File: src/rtl/nco_pkg.sv
package nco_pkg;

    // Angle inside the rotator: a full turn is 2^ZW codes
    localparam int ZW      = 20;
    localparam int ANG_W   = 16;
    localparam int DATA_W  = 16;
    localparam int FRAC_G  = 4;                       // guard fraction bits in x/y
    localparam int XW      = DATA_W + FRAC_G + 1;     // headroom for gain growth
    localparam int AMP     = 32000;                   // nominal output amplitude
    localparam int SEED_16 = 19432;                   // AMP / gain(16 stages), rounded

    typedef logic signed [XW-1:0]     coord_t;
    typedef logic signed [ZW-1:0]     zang_t;
    typedef logic signed [DATA_W-1:0] sample_t;

    typedef struct packed {
        coord_t x;
        coord_t y;
        zang_t  z;
        logic   fold;
        logic   vld;
    } rot_beat_t;

    // arctan(2^-i) in units of 2^ZW per turn
    function automatic zang_t step_angle(input int i);
        int v;
        case (i)
            0:  v = 131072;
            1:  v = 77376;
            2:  v = 40884;
            3:  v = 20753;
            4:  v = 10417;
            5:  v = 5213;
            6:  v = 2607;
            7:  v = 1304;
            8:  v = 652;
            9:  v = 326;
            10: v = 163;
            11: v = 81;
            12: v = 41;
            13: v = 20;
            14: v = 10;
            15: v = 5;
            default: v = (166886 + (1 << (i - 1))) >>> i;
        endcase
        return zang_t'(v);
    endfunction

    function automatic sample_t clip_sample(input coord_t v);
        coord_t hi;
        coord_t lo;
        hi = coord_t'((1 <<< (DATA_W - 1)) - 1);
        lo = -hi;
        if (v > hi)      return sample_t'(hi);
        else if (v < lo) return sample_t'(lo);
        else             return sample_t'(v);
    endfunction

endpackage

File: src/rtl/nco_phase_acc.sv
module nco_phase_acc #(
    parameter int PHASE_W = 32,
    parameter int CORR_W  = 16,
    parameter int OUT_W   = 16
) (
    input  logic                     clk,
    input  logic                     rst,
    input  logic                     en_i,
    input  logic [PHASE_W-1:0]       fcw_i,
    input  logic signed [CORR_W-1:0] corr_i,
    output logic [OUT_W-1:0]         ang_nxt_o
);
    localparam int EXT_W = PHASE_W - CORR_W;

    logic [PHASE_W-1:0] acc_q;
    logic [PHASE_W-1:0] step;
    logic [PHASE_W-1:0] acc_nxt;

    always_comb begin
        step    = fcw_i + {{EXT_W{corr_i[CORR_W-1]}}, corr_i};
        acc_nxt = acc_q + step;
    end

    assign ang_nxt_o = acc_nxt[PHASE_W-1 -: OUT_W];

    always_ff @(posedge clk) begin
        if (rst)       acc_q <= '0;
        else if (en_i) acc_q <= acc_nxt;
    end

    // phase frozen while disabled
    a_r3_phase_hold: assert property (@(posedge clk) disable iff (rst)
        !en_i |=> acc_q == $past(acc_q));

endmodule

File: src/rtl/nco_rot_stage.sv
module nco_rot_stage
    import nco_pkg::*;
#(
    parameter int IDX = 0
) (
    input  logic      clk,
    input  logic      rst,
    input  rot_beat_t beat_i,
    output rot_beat_t beat_o
);
    localparam zang_t ANG = step_angle(IDX);

    rot_beat_t nxt;
    coord_t    xs;
    coord_t    ys;

    always_comb begin
        xs  = beat_i.x >>> IDX;
        ys  = beat_i.y >>> IDX;
        nxt = beat_i;
        if (!beat_i.z[ZW-1]) begin
            nxt.x = beat_i.x - ys;
            nxt.y = beat_i.y + xs;
            nxt.z = beat_i.z - ANG;
        end else begin
            nxt.x = beat_i.x + ys;
            nxt.y = beat_i.y - xs;
            nxt.z = beat_i.z + ANG;
        end
    end

    always_ff @(posedge clk) begin
        if (rst) begin
            beat_o <= '0;
        end else begin
            beat_o <= nxt;
        end
    end

endmodule

File: src/rtl/nco_rot_pipe.sv
module nco_rot_pipe
    import nco_pkg::*;
#(
    parameter int ITER = 16
) (
    input  logic      clk,
    input  logic      rst,
    input  rot_beat_t beat_i,
    output coord_t    x_o,
    output coord_t    y_o,
    output logic      fold_o,
    output logic      vld_o
);
    rot_beat_t chain [ITER+1];

    assign chain[0] = beat_i;

    for (genvar g = 0; g < ITER; g++) begin : g_stage
        nco_rot_stage #(.IDX(g)) u_stage (
            .clk    (clk),
            .rst    (rst),
            .beat_i (chain[g]),
            .beat_o (chain[g+1])
        );
    end

    assign x_o    = chain[ITER].x;
    assign y_o    = chain[ITER].y;
    assign fold_o = chain[ITER].fold;
    assign vld_o  = chain[ITER].vld;

    localparam zang_t RES_BOUND = zang_t'(2 * step_angle(ITER - 1) + 16);

    // residual angle driven to near zero by the last stage
    a_r5_residual_small: assert property (@(posedge clk) disable iff (rst)
        chain[ITER].vld |-> (chain[ITER].z <= RES_BOUND && chain[ITER].z >= -RES_BOUND));

endmodule

File: src/rtl/nco_cordic_sine.sv
module nco_cordic_sine
    import nco_pkg::*;
#(
    parameter int PHASE_W = 32,
    parameter int CORR_W  = 16,
    parameter int ITER    = 16,
    parameter int SEED    = SEED_16
) (
    input  logic                     clk,
    input  logic                     rst,
    input  logic                     en_i,
    input  logic [PHASE_W-1:0]       fcw_i,
    input  logic signed [CORR_W-1:0] corr_i,
    output logic signed [DATA_W-1:0] sin_o,
    output logic signed [DATA_W-1:0] cos_o,
    output logic                     valid_o
);
    localparam int    ZSHIFT = ZW - ANG_W;
    localparam coord_t X0    = coord_t'(SEED) <<< FRAC_G;
    localparam coord_t RND   = coord_t'(1) <<< (FRAC_G - 1);

    logic [ANG_W-1:0] ang;
    logic             fold;
    logic [ANG_W-1:0] ang_f;
    rot_beat_t        seed_q;

    nco_phase_acc #(
        .PHASE_W (PHASE_W),
        .CORR_W  (CORR_W),
        .OUT_W   (ANG_W)
    ) u_acc (
        .clk       (clk),
        .rst       (rst),
        .en_i      (en_i),
        .fcw_i     (fcw_i),
        .corr_i    (corr_i),
        .ang_nxt_o (ang)
    );

    // Fold quadrants 1 and 2 onto 3 and 0 by a half-turn shift
    always_comb begin
        fold  = ang[ANG_W-1] ^ ang[ANG_W-2];
        ang_f = fold ? (ang ^ (ANG_W'(1) << (ANG_W - 1))) : ang;
    end

    always_ff @(posedge clk) begin
        if (rst) begin
            seed_q <= '0;
        end else begin
            seed_q.x    <= X0;
            seed_q.y    <= '0;
            seed_q.z    <= zang_t'(signed'(ang_f)) <<< ZSHIFT;
            seed_q.fold <= fold;
            seed_q.vld  <= en_i;
        end
    end

    coord_t px;
    coord_t py;
    logic   pfold;
    logic   pvld;

    nco_rot_pipe #(.ITER(ITER)) u_pipe (
        .clk    (clk),
        .rst    (rst),
        .beat_i (seed_q),
        .x_o    (px),
        .y_o    (py),
        .fold_o (pfold),
        .vld_o  (pvld)
    );

    coord_t rx;
    coord_t ry;
    logic   fold_q;

    always_comb begin
        rx = (px + RND) >>> FRAC_G;
        ry = (py + RND) >>> FRAC_G;
        if (pfold) begin
            rx = -rx;
            ry = -ry;
        end
    end

    always_ff @(posedge clk) begin
        if (rst) begin
            sin_o   <= '0;
            cos_o   <= '0;
            valid_o <= 1'b0;
            fold_q  <= 1'b0;
        end else begin
            valid_o <= pvld;
            if (pvld) begin
                sin_o  <= clip_sample(ry);
                cos_o  <= clip_sample(rx);
                fold_q <= pfold;
            end
        end
    end

    localparam longint RLO = longint'(AMP - 8) * longint'(AMP - 8);
    localparam longint RHI = longint'(AMP + 8) * longint'(AMP + 8);

    // output vector length stays near the nominal amplitude
    a_r5_radius: assert property (@(posedge clk) disable iff (rst)
        valid_o |-> (longint'(sin_o) * longint'(sin_o) + longint'(cos_o) * longint'(cos_o) >= RLO &&
                     longint'(sin_o) * longint'(sin_o) + longint'(cos_o) * longint'(cos_o) <= RHI));

    // folded angles lie in the left half plane
    a_r6_fold_sign: assert property (@(posedge clk) disable iff (rst)
        valid_o && fold_q |-> cos_o <= 4);

    // unfolded angles lie in the right half plane
    a_r6_unfold_sign: assert property (@(posedge clk) disable iff (rst)
        valid_o && !fold_q |-> cos_o >= -4);

    // outputs only move with a strobe
    a_r9_hold: assert property (@(posedge clk) disable iff (rst)
        !valid_o && !$past(rst) |-> $stable(sin_o) && $stable(cos_o));

endmodule

File: config.mk
export PLATFORM = sky130hd
export DESIGN_NAME = nco_cordic_sine
export DESIGN_NICKNAME = d
export VERILOG_FILES = /design/src/rtl/nco_pkg.sv /design/src/rtl/nco_phase_acc.sv /design/src/rtl/nco_rot_stage.sv /design/src/rtl/nco_rot_pipe.sv /design/src/rtl/nco_cordic_sine.sv
export SDC_FILE = /design/constraint.sdc
export NUM_CORES = 2
export LEC_CHECK = 0
export CAP_MARGIN = 10
export CORE_UTILIZATION = 25
export CTS_CLUSTER_DIAMETER = 50
export DETAILED_ROUTE_END_ITERATION = 8
export PLACE_DENSITY_LB_ADDON = 0.08
export RECOVER_POWER = 25
export SYNTH_ARGS = -nofsm -noshare
export SYNTH_HDL_FRONTEND = slang
export SYNTH_SLANG_ARGS = --single-unit
File: constraint.sdc
create_clock -name clk -period 4.4 [get_ports clk]
set_input_delay 0.88 -clock clk [delete_from_list [all_inputs] [get_ports clk]]
set_output_delay 0.88 -clock clk [all_outputs]
set_load 0.05 [all_outputs]
==> flow_results.org <==
** Timing
- Of the available clock period, the critical path in the final layout requires 94.0%.
- Clock tree skew after final layout :: 0.0475 ns
- Final count of hold timing violations :: 0
- Worst Max-Slew Pin Slew :: 2.60 ns
- Number of pins exceeding their max-slew limit in the final report :: 374
- Hold timing on the final database bottoms out at a slack of 0.405 ns.
- Measured against its own limit, the worst slew margin works out to -73.0%.
- For the finished layout, the period the worst path requires is 4.14 ns.
- Derived from the worst setup path, the maximum achievable clock frequency is 242 MHz.
- Number of setup violations in the final report :: 0

** Yosys
- Post-synth net total :: 9721
- Library cell with the largest summed area after synthesis :: sky130_fd_sc_hd__dfxtp_1
- Synthesis inferred 986 register bits.
- Share of synthesized flip-flops with an asynchronous set or reset :: 0%
- The most used flip-flop cell after synthesis is sky130_fd_sc_hd__dfxtp_1.
- The synthesized design contains 0 enable-type register cells.
- Post-synth design cell area :: 0.0721 mm2
- Dividing the synthesized area by the synthesized cell count gives 8.26 um2.
- In the post-synthesis netlist, the biggest area contributors are sky130_fd_sc_hd__dfxtp_1, sky130_fd_sc_hd__ha_1, sky130_fd_sc_hd__nor2_1.
- Counting distinct cell types in the post-synthesis netlist gives 100.
- Area fraction of the dominant cell type after synthesis :: 27.4%
- Synth Warn # :: 0
- The share of the Yosys chip area taken by registers is 27.4%.
- Number of instances in the synthesized netlist :: 8732

** Status
- Outcome :: finished, violations left
- Violations in the final reports :: max-capacitance violations, max-slew violations

** Routing
- Detailed Routing Iterations Pass 1 :: 5
- Using the TritonRoute via totals, the vias-per-cell ratio works out to 4.79.
- For this block, the initial DRC count from the detailed router was 3009.
- Via Count :: 61900
- Wire per inst :: 17.5 um
- Number of DRC violations after detailed routing :: 0
- DRT Wirelength :: 226 mm
- Number of antenna-violating nets in the routed design :: 0

** Clock tree
- In this run the post-CTS setup repair buffer count came out at 0.
- Sinks on Clock Net :: 986
- The clock passes through at most 4 buffers.
- Register clock-pin slew on the reported worst setup and hold paths :: 0.05 ns
- Total number of H-tree levels :: 4
- Clock insertion delay at the later pin of the skew report :: 0.86 ns
- Inserted Clock Buffers :: 190
- TritonCTS built the clock tree.
- The root buffer cell chosen for the clock tree is sky130_fd_sc_hd__clkbuf_16.

** Floorplan
- Once the floorplan was initialized, standard cells occupied 25.2% of the core.
- Total die area :: 0.291 mm2
- Number of placement rows :: 196
- Placeable core region :: 0.286 mm2
- The die is 539 um tall.
- 84 I/O pins were placed.
- From left edge to right edge, the die measures 539 um.

** Finish
- Compared with the post-synthesis result, the final layout area differs by 17.9%.
- Post-route cell area :: 0.0850 mm2
- The multi-input combinational cells in the finished layout cover a total of 0.0502 mm2.
- Area taken by flip-flops and latches :: 0.0197 mm2
- Layout cell share with drive strength beyond 1 :: 7.67%
- Layout net count :: 9992
- Filler cell count :: 30500

** Worst setup path
- The critical path is of the in -> reg type.
- Type of element launching the critical path :: input port
- Endpoint kind of the worst setup timing path :: register
- Worst EP required :: 5.10 ns
- Max Fanout on Critical Path :: 66
- Arrival time at the worst endpoint :: 4.84 ns

** Job
- Max_cap viols :: 5

** Global route
- The initial antenna violation count is 8.
- Global Route Usage Sum :: 15.2%
- Maximum number of pins on one net before global-route repair :: 130
- Vias in the first global route :: 62300
- The first global-routing pass estimated 355 mm of wire.
- Leftover overflow at the end of global routing :: 0

** Place
- Instance area at placement :: 0.0786 mm2
- The congestion estimate from routability-driven global placement came to 0.816.
- DP HPWL :: 179 mm
- Number of buffers inserted by port buffering :: 83

** Worst hold path
- Min-delay worst type :: in -> reg
-- flip-flops by register name, summed over array words and instances (netlist names) --
register and count:
seed_q 19, u_acc.acc_q 32, sin_o 16, u_pipe.g_stage.u_stage.beat_o 902, cos_o 16, valid_o 1
-- per-stage QoR --
stage                     setup slack [ns]  util [%]  TNS (ns)  std cells
after floorplan                      0.548         -         0       8732
after global placement              -0.476      27.5     -2.84      12600
after detailed placement            -0.387      27.5     -1.88      12600
after CTS                            0.107      29.7         0      12900
after global routing               -0.0184      29.7   -0.0184      12900
final                                0.263      29.7         0      12900
-- layout make-up --
cell class                      count  area share (%)
Antenna cell                        7          0.0206
Clock buffer                      223            5.98
Timing Repair Buffer              318            3.08
Clock inverter                    127            1.66
Sequential cell                   986            23.2
Inverter                          335            1.49
Multi-Input combinational cell   7172            59.0
Tap cell                         3762            5.54
-- synth_stat cells, types with 109 or more instances --
| cell type | n |
|---|---|
| sky130_fd_sc_hd__o21ai_0 | 386 |
| sky130_fd_sc_hd__a21oi_1 | 560 |
| sky130_fd_sc_hd__xnor2_1 | 554 |
| sky130_fd_sc_hd__dfxtp_1 | 986 |
| sky130_fd_sc_hd__nor2b_1 | 168 |
| sky130_fd_sc_hd__nand3_1 | 188 |
| sky130_fd_sc_hd__nand2b_1 | 111 |
| sky130_fd_sc_hd__inv_1 | 334 |
| sky130_fd_sc_hd__nor3_1 | 349 |
| sky130_fd_sc_hd__ha_1 | 868 |
| sky130_fd_sc_hd__nand2_1 | 432 |
| sky130_fd_sc_hd__a31oi_1 | 109 |
| sky130_fd_sc_hd__a211oi_1 | 138 |
| sky130_fd_sc_hd__xor2_1 | 406 |
| sky130_fd_sc_hd__clkbuf_1 | 193 |
| sky130_fd_sc_hd__nor2_1 | 1297 |
| sky130_fd_sc_hd__a21o_1 | 234 |
-- path summary, 6_finish.rpt --
check / to / slack (ns) / cells past startpoint / startpoint
worst max-delay path: u_pipe.g_stage[9].u_stage.beat_o[20]$_SDFF_PP0_ / 0.26 / 6 / rst
worst min-delay path: u_pipe.g_stage[12].u_stage.beat_o[49]$_SDFF_PP0_ / 0.40 / 2 / rst
worst max register to register: u_pipe.g_stage[14].u_stage.beat_o[63]$_SDFF_PP0_ / 0.33 / 13 / u_pipe.g_stage[13].u_stage.beat_o[37]$_SDFF_PP0_
worst min register to register: u_pipe.g_stage[0].u_stage.beat_o[7]$_SDFF_PP0_ / 0.42 / 1 / seed_q[7]$_SDFF_PP0_
-- worst max-delay path, cell delays in order --
cell and delay (ns):
sky130_fd_sc_hd__buf_8 0.32, sky130_fd_sc_hd__clkinvlp_2 0.53, sky130_fd_sc_hd__clkbuf_2 1.35, sky130_fd_sc_hd__and4_1 0.82, sky130_fd_sc_hd__a311o_1 0.33, sky130_fd_sc_hd__a311o_1 0.34
-- layer usage --
layer	global-route usage, %	part of all wire (%)	vias up
met1	20.0	48	29100
met4	4.34	2.6	2
met3	2.03	3.0	299
met2	25.6	46	797
li1	-	-	31800
met5	0	0.0089	-
-- logic make-up (layout without fill, tap and decap cells) --
logic type               Yosys count  after routing  synth area share [%]
multiplexers                      99             99                  1.44
AO/OA/AOI/OAI                   2057           2057                  18.8
buffers and inverters            574           1003                  3.08
AND/OR/NAND/NOR                 3115           3115                  20.6
other                              0              7                     0
adder cells (fa/ha/maj)          938            938                  17.0
flip-flops                       986            986                  27.4
XOR/XNOR                         963            963                  11.7
-- cells in the final DEF, fill, tap and decap left out, drive strengths merged, types with 240 or more instances in the layout --
cell	Yosys	final
nor2	1299	1299
dfxtp	986	986
ha	868	868
a21oi	561	561
xnor2	556	556
nand2	432	432
xor2	406	406
o21ai	396	396
inv	334	367
nor3	351	351
clkbuf	194	240
-- what timing repair did --
item	in CTS	in global routing
hold buffers	0	0
endpoints found under the setup margin	0	8
resized for setup	0	7
Power is not shown: default switching activity piles up to over one toggle a cycle in this logic, so the estimate is an artifact.
